$ cat src/rtl/boot_seq_pkg.sv
package boot_seq_pkg;

    typedef enum logic [2:0] {
        RS_STARTUP = 3'd0,
        RS_COUNT   = 3'd1,
        RS_QUAL    = 3'd2,
        RS_FIRE    = 3'd3,
        RS_DONE    = 3'd4
    } restore_st_e;

    typedef struct packed {
        logic rst_hi;
        logic cmd_hi;
    } pin_lvl_t;

    function automatic int unsigned us_to_cycles(input int unsigned us,
                                                 input int unsigned per_us);
        return us * per_us;
    endfunction

    function automatic int unsigned startup_len(input int unsigned stages);
        return stages + 2;
    endfunction

endpackage

$ cat src/rtl/pin_sync.sv
module pin_sync #(
    parameter int unsigned STAGES  = 2,
    parameter logic        RST_VAL = 1'b1
) (
    input  logic clk_i,
    input  logic clr_i,
    input  logic d_i,
    output logic q_o
);
    logic [STAGES-1:0] chain;

    for (genvar g = 0; g < STAGES; g++) begin : g_stage
        if (g == 0) begin : g_first
            always_ff @(posedge clk_i) begin
                if (clr_i) chain[g] <= RST_VAL;
                else       chain[g] <= d_i;
            end
        end else begin : g_next
            always_ff @(posedge clk_i) begin
                if (clr_i) chain[g] <= RST_VAL;
                else       chain[g] <= chain[g-1];
            end
        end
    end

    assign q_o = chain[STAGES-1];
endmodule

$ cat src/rtl/low_width_filter.sv
module low_width_filter #(
    parameter int unsigned LIMIT = 20
) (
    input  logic clk_i,
    input  logic clr_i,
    input  logic lvl_i,
    output logic held_o
);
    localparam int unsigned CW = $clog2(LIMIT + 1);
    localparam logic [CW-1:0] LIM_C  = CW'(LIMIT);
    localparam logic [CW-1:0] LIM_M1 = CW'(LIMIT - 1);

    logic [CW-1:0] cnt_q;
    logic          held_q;

    always_ff @(posedge clk_i) begin
        if (clr_i || lvl_i) begin
            cnt_q  <= '0;
            held_q <= 1'b0;
        end else begin
            if (cnt_q != LIM_C) cnt_q <= cnt_q + 1'b1;
            held_q <= (cnt_q >= LIM_M1);
        end
    end

    assign held_o = held_q;

    // a held reset implies the pin was seen low the cycle before
    assert_held_after_low_R1: assert property (@(posedge clk_i) disable iff (clr_i)
        held_q |-> !$past(lvl_i));

    // a high pin level drops the hold on the next edge
    assert_release_on_high_R2: assert property (@(posedge clk_i) disable iff (clr_i)
        lvl_i |=> !held_q);

    // the low-time counter never passes its limit
    assert_cnt_saturates_R8: assert property (@(posedge clk_i) disable iff (clr_i)
        cnt_q == LIM_C && !lvl_i |=> cnt_q == LIM_C);
endmodule

$ cat src/rtl/restore_ctrl.sv
module restore_ctrl
    import boot_seq_pkg::*;
#(
    parameter int unsigned STARTUP_CYCLES = 4,
    parameter int unsigned HOLD_CYCLES    = 2000
) (
    input  logic clk_i,
    input  logic clr_i,
    input  logic cmd_hi_i,
    input  logic pin_rst_i,
    output logic startup_o,
    output logic fire_o
);
    localparam int unsigned SW = $clog2(STARTUP_CYCLES);
    localparam int unsigned HW = $clog2(HOLD_CYCLES + 1);
    localparam logic [SW-1:0] ST_LAST = SW'(STARTUP_CYCLES - 1);
    localparam logic [HW-1:0] HOLD_C  = HW'(HOLD_CYCLES);

    restore_st_e   st_q;
    logic [SW-1:0] st_cnt_q;
    logic [HW-1:0] hold_q;

    always_ff @(posedge clk_i) begin
        if (clr_i) begin
            st_q     <= RS_STARTUP;
            st_cnt_q <= '0;
            hold_q   <= '0;
        end else begin
            case (st_q)
                RS_STARTUP: begin
                    if (st_cnt_q == ST_LAST) st_q <= cmd_hi_i ? RS_DONE : RS_COUNT;
                    else                     st_cnt_q <= st_cnt_q + 1'b1;
                end
                RS_COUNT: begin
                    if (cmd_hi_i)              st_q   <= RS_DONE;
                    else if (pin_rst_i)        hold_q <= '0;
                    else if (hold_q == HOLD_C) st_q   <= RS_QUAL;
                    else                       hold_q <= hold_q + 1'b1;
                end
                RS_QUAL:  if (cmd_hi_i) st_q <= RS_FIRE;
                RS_FIRE:  st_q <= RS_DONE;
                default:  st_q <= RS_DONE;
            endcase
        end
    end

    assign startup_o = (st_q == RS_STARTUP);
    assign fire_o    = (st_q == RS_FIRE);

    // the strobe follows the first high command level after a low one
    assert_fire_on_release_R6: assert property (@(posedge clk_i) disable iff (clr_i)
        fire_o |-> $past(cmd_hi_i) && !$past(cmd_hi_i, 2));

    // qualification is reached only with the command pin still low
    assert_qual_needs_low_R5: assert property (@(posedge clk_i) disable iff (clr_i)
        $rose(st_q == RS_QUAL) |-> !$past(cmd_hi_i));
endmodule

$ cat src/rtl/boot_reset_seq.sv
module boot_reset_seq
    import boot_seq_pkg::*;
#(
    parameter int unsigned CLK_PER_US     = 100,
    parameter int unsigned RST_MIN_US     = 20,
    parameter int unsigned RESTORE_MIN_US = 450000,
    parameter int unsigned SYNC_STAGES    = 2
) (
    input  logic clk_i,
    input  logic pwr_ok_i,
    input  logic rst_pin_n_i,
    input  logic cmd_pin_n_i,
    output logic core_rst_o,
    output logic factory_restore_o
);
    localparam int unsigned RST_CYC  = us_to_cycles(RST_MIN_US, CLK_PER_US);
    localparam int unsigned HOLD_CYC = us_to_cycles(RESTORE_MIN_US, CLK_PER_US);
    localparam int unsigned ST_CYC   = startup_len(SYNC_STAGES);

    logic     clr;
    pin_lvl_t lvl;
    logic     pin_held;
    logic     startup;
    logic     core_rst_q;

    assign clr = !pwr_ok_i;

    pin_sync #(.STAGES(SYNC_STAGES), .RST_VAL(1'b1)) u_sync_rst (
        .clk_i(clk_i), .clr_i(clr), .d_i(rst_pin_n_i), .q_o(lvl.rst_hi)
    );

    pin_sync #(.STAGES(SYNC_STAGES), .RST_VAL(1'b1)) u_sync_cmd (
        .clk_i(clk_i), .clr_i(clr), .d_i(cmd_pin_n_i), .q_o(lvl.cmd_hi)
    );

    low_width_filter #(.LIMIT(RST_CYC)) u_filter (
        .clk_i(clk_i), .clr_i(clr), .lvl_i(lvl.rst_hi), .held_o(pin_held)
    );

    restore_ctrl #(.STARTUP_CYCLES(ST_CYC), .HOLD_CYCLES(HOLD_CYC)) u_restore (
        .clk_i(clk_i), .clr_i(clr), .cmd_hi_i(lvl.cmd_hi),
        .pin_rst_i(pin_held), .startup_o(startup), .fire_o(factory_restore_o)
    );

    always_ff @(posedge clk_i) begin
        if (clr) core_rst_q <= 1'b1;
        else     core_rst_q <= startup | pin_held;
    end

    assign core_rst_o = core_rst_q;

    // the restore strobe lasts a single cycle
    assert_strobe_one_cycle_R7: assert property (@(posedge clk_i) disable iff (clr)
        factory_restore_o |=> !factory_restore_o);

    // a qualified pin reset reaches the core output one edge later
    assert_held_drives_core_R2: assert property (@(posedge clk_i) disable iff (clr)
        pin_held |=> core_rst_o);

    // during the start-up window the core stays in reset
    assert_startup_reset_R3: assert property (@(posedge clk_i) disable iff (clr)
        startup |=> core_rst_o);
endmodule

$ cat config.mk
export PLATFORM = sky130hd
export DESIGN_NAME = boot_reset_seq
export DESIGN_NICKNAME = d
export VERILOG_FILES = /design/src/rtl/boot_seq_pkg.sv /design/src/rtl/pin_sync.sv /design/src/rtl/low_width_filter.sv /design/src/rtl/restore_ctrl.sv /design/src/rtl/boot_reset_seq.sv
export SDC_FILE = /design/constraint.sdc
export NUM_CORES = 1
export LEC_CHECK = 0
export ABC_CLOCK_PERIOD_IN_PS = 2500
export CORE_MARGIN = 4
export CORE_UTILIZATION = 55
export CTS_CLUSTER_DIAMETER = 200
export CTS_CLUSTER_SIZE = 16
export DETAILED_ROUTE_END_ITERATION = 7
export PLACE_DENSITY_LB_ADDON = 0.25
export SYNTH_ARGS = -nofsm -noshare
export SYNTH_HDL_FRONTEND = slang
export SYNTH_SLANG_ARGS = --single-unit
$ cat constraint.sdc
create_clock -name clk_i -period 2.5 [get_ports clk_i]
set_input_delay 0.5 -clock clk_i [delete_from_list [all_inputs] [get_ports clk_i]]
set_output_delay 0.5 -clock clk_i [all_outputs]
set_load 0.03 [all_outputs]
* After elaboration in Yosys (flattened, before gate mapping)
Index checks and enable logic that the tools add are counted.
** Operators by class
- Bitwise operators :: 3
- Eq/ne operators :: 11
- Reductions and logical operators :: 6
- Muxes and demuxes :: 9
- Magnitude comparators :: 1
- Add/subtract/negate cells :: 3
** Operators by type and width (number)
- 2-to-1 mux 26 bit :: 2
- adder 26 x 1 -> 26 bit, second input constant :: 1
- equality test 26 bit, second input constant :: 1
- 2-to-1 mux 3 bit :: 6
- adder 11 x 1 -> 11 bit, second input constant :: 1
- greater-or-equal comparator 11 bit, second input constant :: 1
- != test 11 bit, second input constant :: 1
- case mux 3 bit (3 select lines) :: 1
- equality test 3 x 2 -> 1 bit, second input constant :: 2
- != test 2 bit, second input constant :: 2
- AND reduction 4 bit :: 1
- equality test 3 x 1 -> 1 bit, second input constant :: 1
- logical NOT 3 bit :: 1
- != test 3 x 2 -> 1 bit, second input constant :: 1
- != test 3 bit, second input constant :: 1
- AND reduction 3 bit :: 1
- adder 2 x 1 -> 2 bit, second input constant :: 1
- equality test 2 bit, second input constant :: 1
- != test 2 x 1 -> 1 bit, second input constant :: 1
- NOT 1 bit :: 2
- AND reduction 2 bit :: 1
- logical NOT 1 bit :: 1
- logical OR 1 bit :: 1
- OR 1 bit :: 1
** Storage, ports and cells
- Flip-flop bits (word level) :: 48
- Output and inout port bits :: 2

* Logic depth before layout (Yosys ltp)
- Depth after elaboration :: 5
- Depth in mapped cells :: 8
- Mapped depth without buffers :: 7

* Hierarchy
A second synthesis with hierarchy kept.
** Unflattened totals
- Cell total of the unflattened synthesis :: 274
- Area total of the unflattened synthesis :: 2439.8 um2
** By module, submodules not included
- restore_ctrl :: cells each 197, instances 1, area an instance 1717.9 um2, seq. area each 620.6 um2
- low_width_filter :: cells each 66, instances 1, area an instance 584.3 um2, seq. area each 240.2 um2
- pin_sync :: cells each 4, instances 2, area an instance 52.6 um2, seq. area each 40.0 um2
- boot_reset_seq :: cells each 3, instances 1, area an instance 32.5 um2, seq. area each 20.0 um2

* Least setup slack after synthesis
Ideal clock, no wire load.
- Path type :: register to register
- From :: register u_restore.hold_q[0]
- To :: register u_restore.hold_q[18]
- Buffers on the path :: 1
- Path slack :: 0.534 ns
- Cell stages (with the launch flop) :: 9
- Arrival :: 1.834 ns
- Cell sequence :: dfxtp_1 > inv_1 > ha_1 > or3b_1 > or3_4 > o211ai_2 > buf_2 > or3_1 > a21oi_1
** Between the ends
- Word-level cells in the longest chain between the ends :: 3
** RTL lines
- from (decl) :: RTL line restore_ctrl.sv:21 : logic [HW-1:0] hold_q;
- from (signal assigned) :: RTL line restore_ctrl.sv:38 : else hold_q <= hold_q + 1'b1;
- adder 26 x 1 -> 26 bit / equality test 26 bit (equally long branches) :: RTL line restore_ctrl.sv:38, restore_ctrl.sv:37
- 2-to-1 mux 26 bit / != test 2 bit (equally long branches)
- 2-to-1 mux 26 bit / AND reduction 3 bit (equally long branches)
Parallel ways exist; a longest one is shown, timed or not. The select of a mux whose other input is x is not followed.
A chain may end at the register's enable or synchronous reset.

* Worst setup path in the final report
- From :: register u_restore.st_q[1]
- To :: output factory_restore_o
** Between the ends
- Word-level cells in the longest chain between the ends :: 1
** RTL lines
- from (decl) :: RTL line restore_ctrl.sv:19 : restore_st_e st_q;
- from (signal assigned) :: RTL line restore_ctrl.sv:31 : if (st_cnt_q == ST_LAST) st_q <= cmd_hi_i ? RS_DONE : RS_COUNT;
- equality test 3 x 2 -> 1 bit :: RTL line restore_ctrl.sv:48 : assign fire_o = (st_q == RS_FIRE);
- to (decl) :: RTL line boot_reset_seq.sv:14 : output logic factory_restore_o
Every way passes these cells.

==> metrics <==
CTS Sinks=48; Area growth syn-to-layout=7.95%; # hold bufs at CTS=0; Placer Congestion=a little over 0.8; Worst-Skew Late Latency=0.29 ns; IO Pins=6; Final Cycle Share=87.5%; Post-Syn Nets=304; Mapped Area=roughly 0.0025 sq mm; RSZ-0062 raised after global routing=false; Setup violations, final=0; Starting Density=57.4%; total chip power=1.45 mW; status=finished clean; fin cells=roughly 350; setup TNS=0 ns; final WL=5020 um; Achievable Freq=approximately 0.46 GHz; power share of the clock group=37.6%; flops & latches, synth=48; Storage cell area=961 sq um; worst hold path class=reg2reg; Peak supply drop=0.436 mV; min cycle time layout=2.19 ns; CP startpoint=u_restore.st_q[1]; hpwl dp=3570 um; Final Hold Viols=0; Rows=24; die height=75.7 um; Worst Path Required=~2.0 ns; antenna violations before repair=0; CP Capture Point=factory_restore_o; Placed Area=roughly 0.0026 sq mm; vias after detailed routing=2,160; Relative slew margins=between 50% and 60%; Synth Warn #=0; FF-to-FF End=u_restore.hold_q[19]; Die W=75.7 um; clk_skew=0.00564 ns; share of layout cells above drive strength 1=9.63%; drt wl/cell=about 14 um; Critical R2R Launch=u_restore.hold_q[0]; Inserted Clock Buffers=5; # diodes=0; Yosys cell types=between 50 and 60; IO Port Bufs=5; asr flop ratio synth=0%; Mapped Cells=295; Root Driver=clkbuf_8; first-pass GRT wire length=8690 um; power per cell area=534 mW/mm^2; top-count cell post-synth=dfxtp_1; setup ws final=0.312 ns; Slew Limit Fails=0; max cap viols=0; Syn Area/Cell=8.54 sq um; post-CTS resize count=0; drt first pass iters=5; Placed Cells=about 350; pin count of the biggest net entering global routing=28; R2R setup slack=between 0.4 and 0.5 ns; Routed Antenna Nets=0; GRT Resource Usage Total=19.4%; register area share after synthesis=between 30% and 40%; clk buf depth=2; internal power=1.13 mW; Synth top area share=38.2%; Remaining Overflow, GRT=0; worst slack, placed=0.484 ns; Final Core Density=62.0%; multi-input gate area in the final layout=0.00143 sq mm; Post-synth top cells=48 x dfxtp_1, 31 x a21oi_1, 22 x nor2_1; Total Nets Final=approximately 300; die footprint=0.00573 sq mm; CTS tree=done; post-CTS setup repair buffer count=0; DR DRC count=0; # H-tree levels=2; Worst Tran Pin Value=around 0.66 ns; switching share of power=22.0%; DRT iter0 DRCs=85; Post-Layout Inst Area=between 0.002 and 0.003 sq mm; Main synth FF type=dfxtp_1; Critical Path End Type=output port; vias in the first global route=between 1,500 and 2,000; cell taking the most area after synthesis=dfxtp_1; worst hold margin=0.420 ns; number of synthesized flops with an enable pin=0; average via count per standard cell=6.12; Leakage Power=approximately 0.84 nW; Max FO, Critical Path=9; largest cells by area after synthesis=dfxtp_1 38%, a21oi_1 6.2%, or3_1 3.7%, nand3_1 3.6%, nor2_1 3.3%; worst r2r path cells=8; Filler Cell Count=roughly 380; Psw=between 0.3 and 0.4 mW; CP Launch Type=register; Worst-path clk slew=approximately 0.08 ns; Seq pwr share=55.3%; Worst EP arrival=1.69 ns; Core ar.=0.00438 sq mm; combinational power share=just over 7%; critical path class=reg2out
## power groups by stage
| stage | sequential [mW] | clock, mW | combinational [mW] |
|---|---|---|---|
| floorplan | 0.821 | 0 | 0.0764 |
| global route | 0.806 | 0.596 | 0.116 |
| global placement | 0.820 | 0 | 0.0997 |
| detailed placement | 0.821 | 0 | 0.104 |
| finish | 0.803 | 0.546 | 0.103 |
| CTS | 0.803 | 0.563 | 0.104 |
## metal layers
metal / vias to the layer above / GRT usage [%] / wire length (um)
met1: 1030 / 26.2 / 2510
met3: 2 / 3.96 / 162
met5: - / 0 / 0
li1: 1100 / - / -
met4: 0 / 5.83 / 25
met2: 28 / 31.4 / 2330
## final cells by class
type | instances | share of cell area [%]
Inverter | 10 | 1.38
Clock inverter | 2 | 1.29
Multi-Input combinational cell | 221 | 52.6
Clock buffer | 6 | 2.67
Sequential cell | 48 | 35.3
Tap cell | 52 | 2.39
Timing Repair Buffer | 14 | 4.33
## how the worst min path moves through the flow
stage	start	slack, ns	cells after the start	end
floorplan	u_sync_cmd.chain[0]	0.39	1	u_sync_cmd.q_o
global placement	u_sync_cmd.chain[0]	0.39	1	u_sync_cmd.q_o
detailed placement	u_sync_cmd.chain[0]	0.40	1	u_sync_cmd.q_o
CTS	u_sync_cmd.chain[0]	0.43	1	u_sync_cmd.q_o
global route	u_sync_cmd.chain[0]	0.44	1	u_sync_cmd.q_o
finish	u_sync_cmd.chain[0]	0.42	1	u_sync_cmd.q_o
## kinds of logic (layout without fill, tap and decap cells)
logic type,Yosys count,count (layout),share of synthesized area [%]
mux,3,3,1.19
xor+xnor,8,8,2.78
simple gates,123,123,30.9
fa+ha+maj,5,5,2.48
buf+inv,26,32,5.07
flops,48,48,38.2
compound gates,82,82,19.5
## cell usage in the layout, fill, tap and decap left out, drive strengths merged, types with 3 or more instances in the layout
cell type,synthesis,routed
a21oi,31,31
a31oi,9,9
a41oi,5,5
and3,5,5
buf,5,9
clkbuf,10,6
clkdlybuf4s50,0,5
dfxtp,48,48
ha,5,5
inv,9,9
mux2i,3,3
nand2,14,14
nand2b,6,6
nand3,20,20
nand3b,4,4
nand4,5,5
nand4b,3,3
nor2,22,22
nor3,6,6
nor4,3,3
nor4b,4,4
o211ai,4,4
o21ai,27,27
or3,16,16
or4,4,4
xnor2,4,4
xor2,4,4
## registers in the layout (all words and copies together) (netlist names)
signal,flops
core_rst_o,1
u_filter.cnt_q,11
u_filter.held_o,1
u_restore.hold_q,26
u_restore.st_cnt_q,2
u_restore.st_q,3
u_sync_cmd.chain,1
u_sync_cmd.q_o,1
u_sync_rst.chain,1
u_sync_rst.q_o,1
## worst max-delay path: stages, from the launching register on
cell and delay (ns):
dfxtp_1 0.52, and3_1 0.20, clkdlybuf4s50_1 0.67
Note: power is estimated with default switching activity, not from simulation.
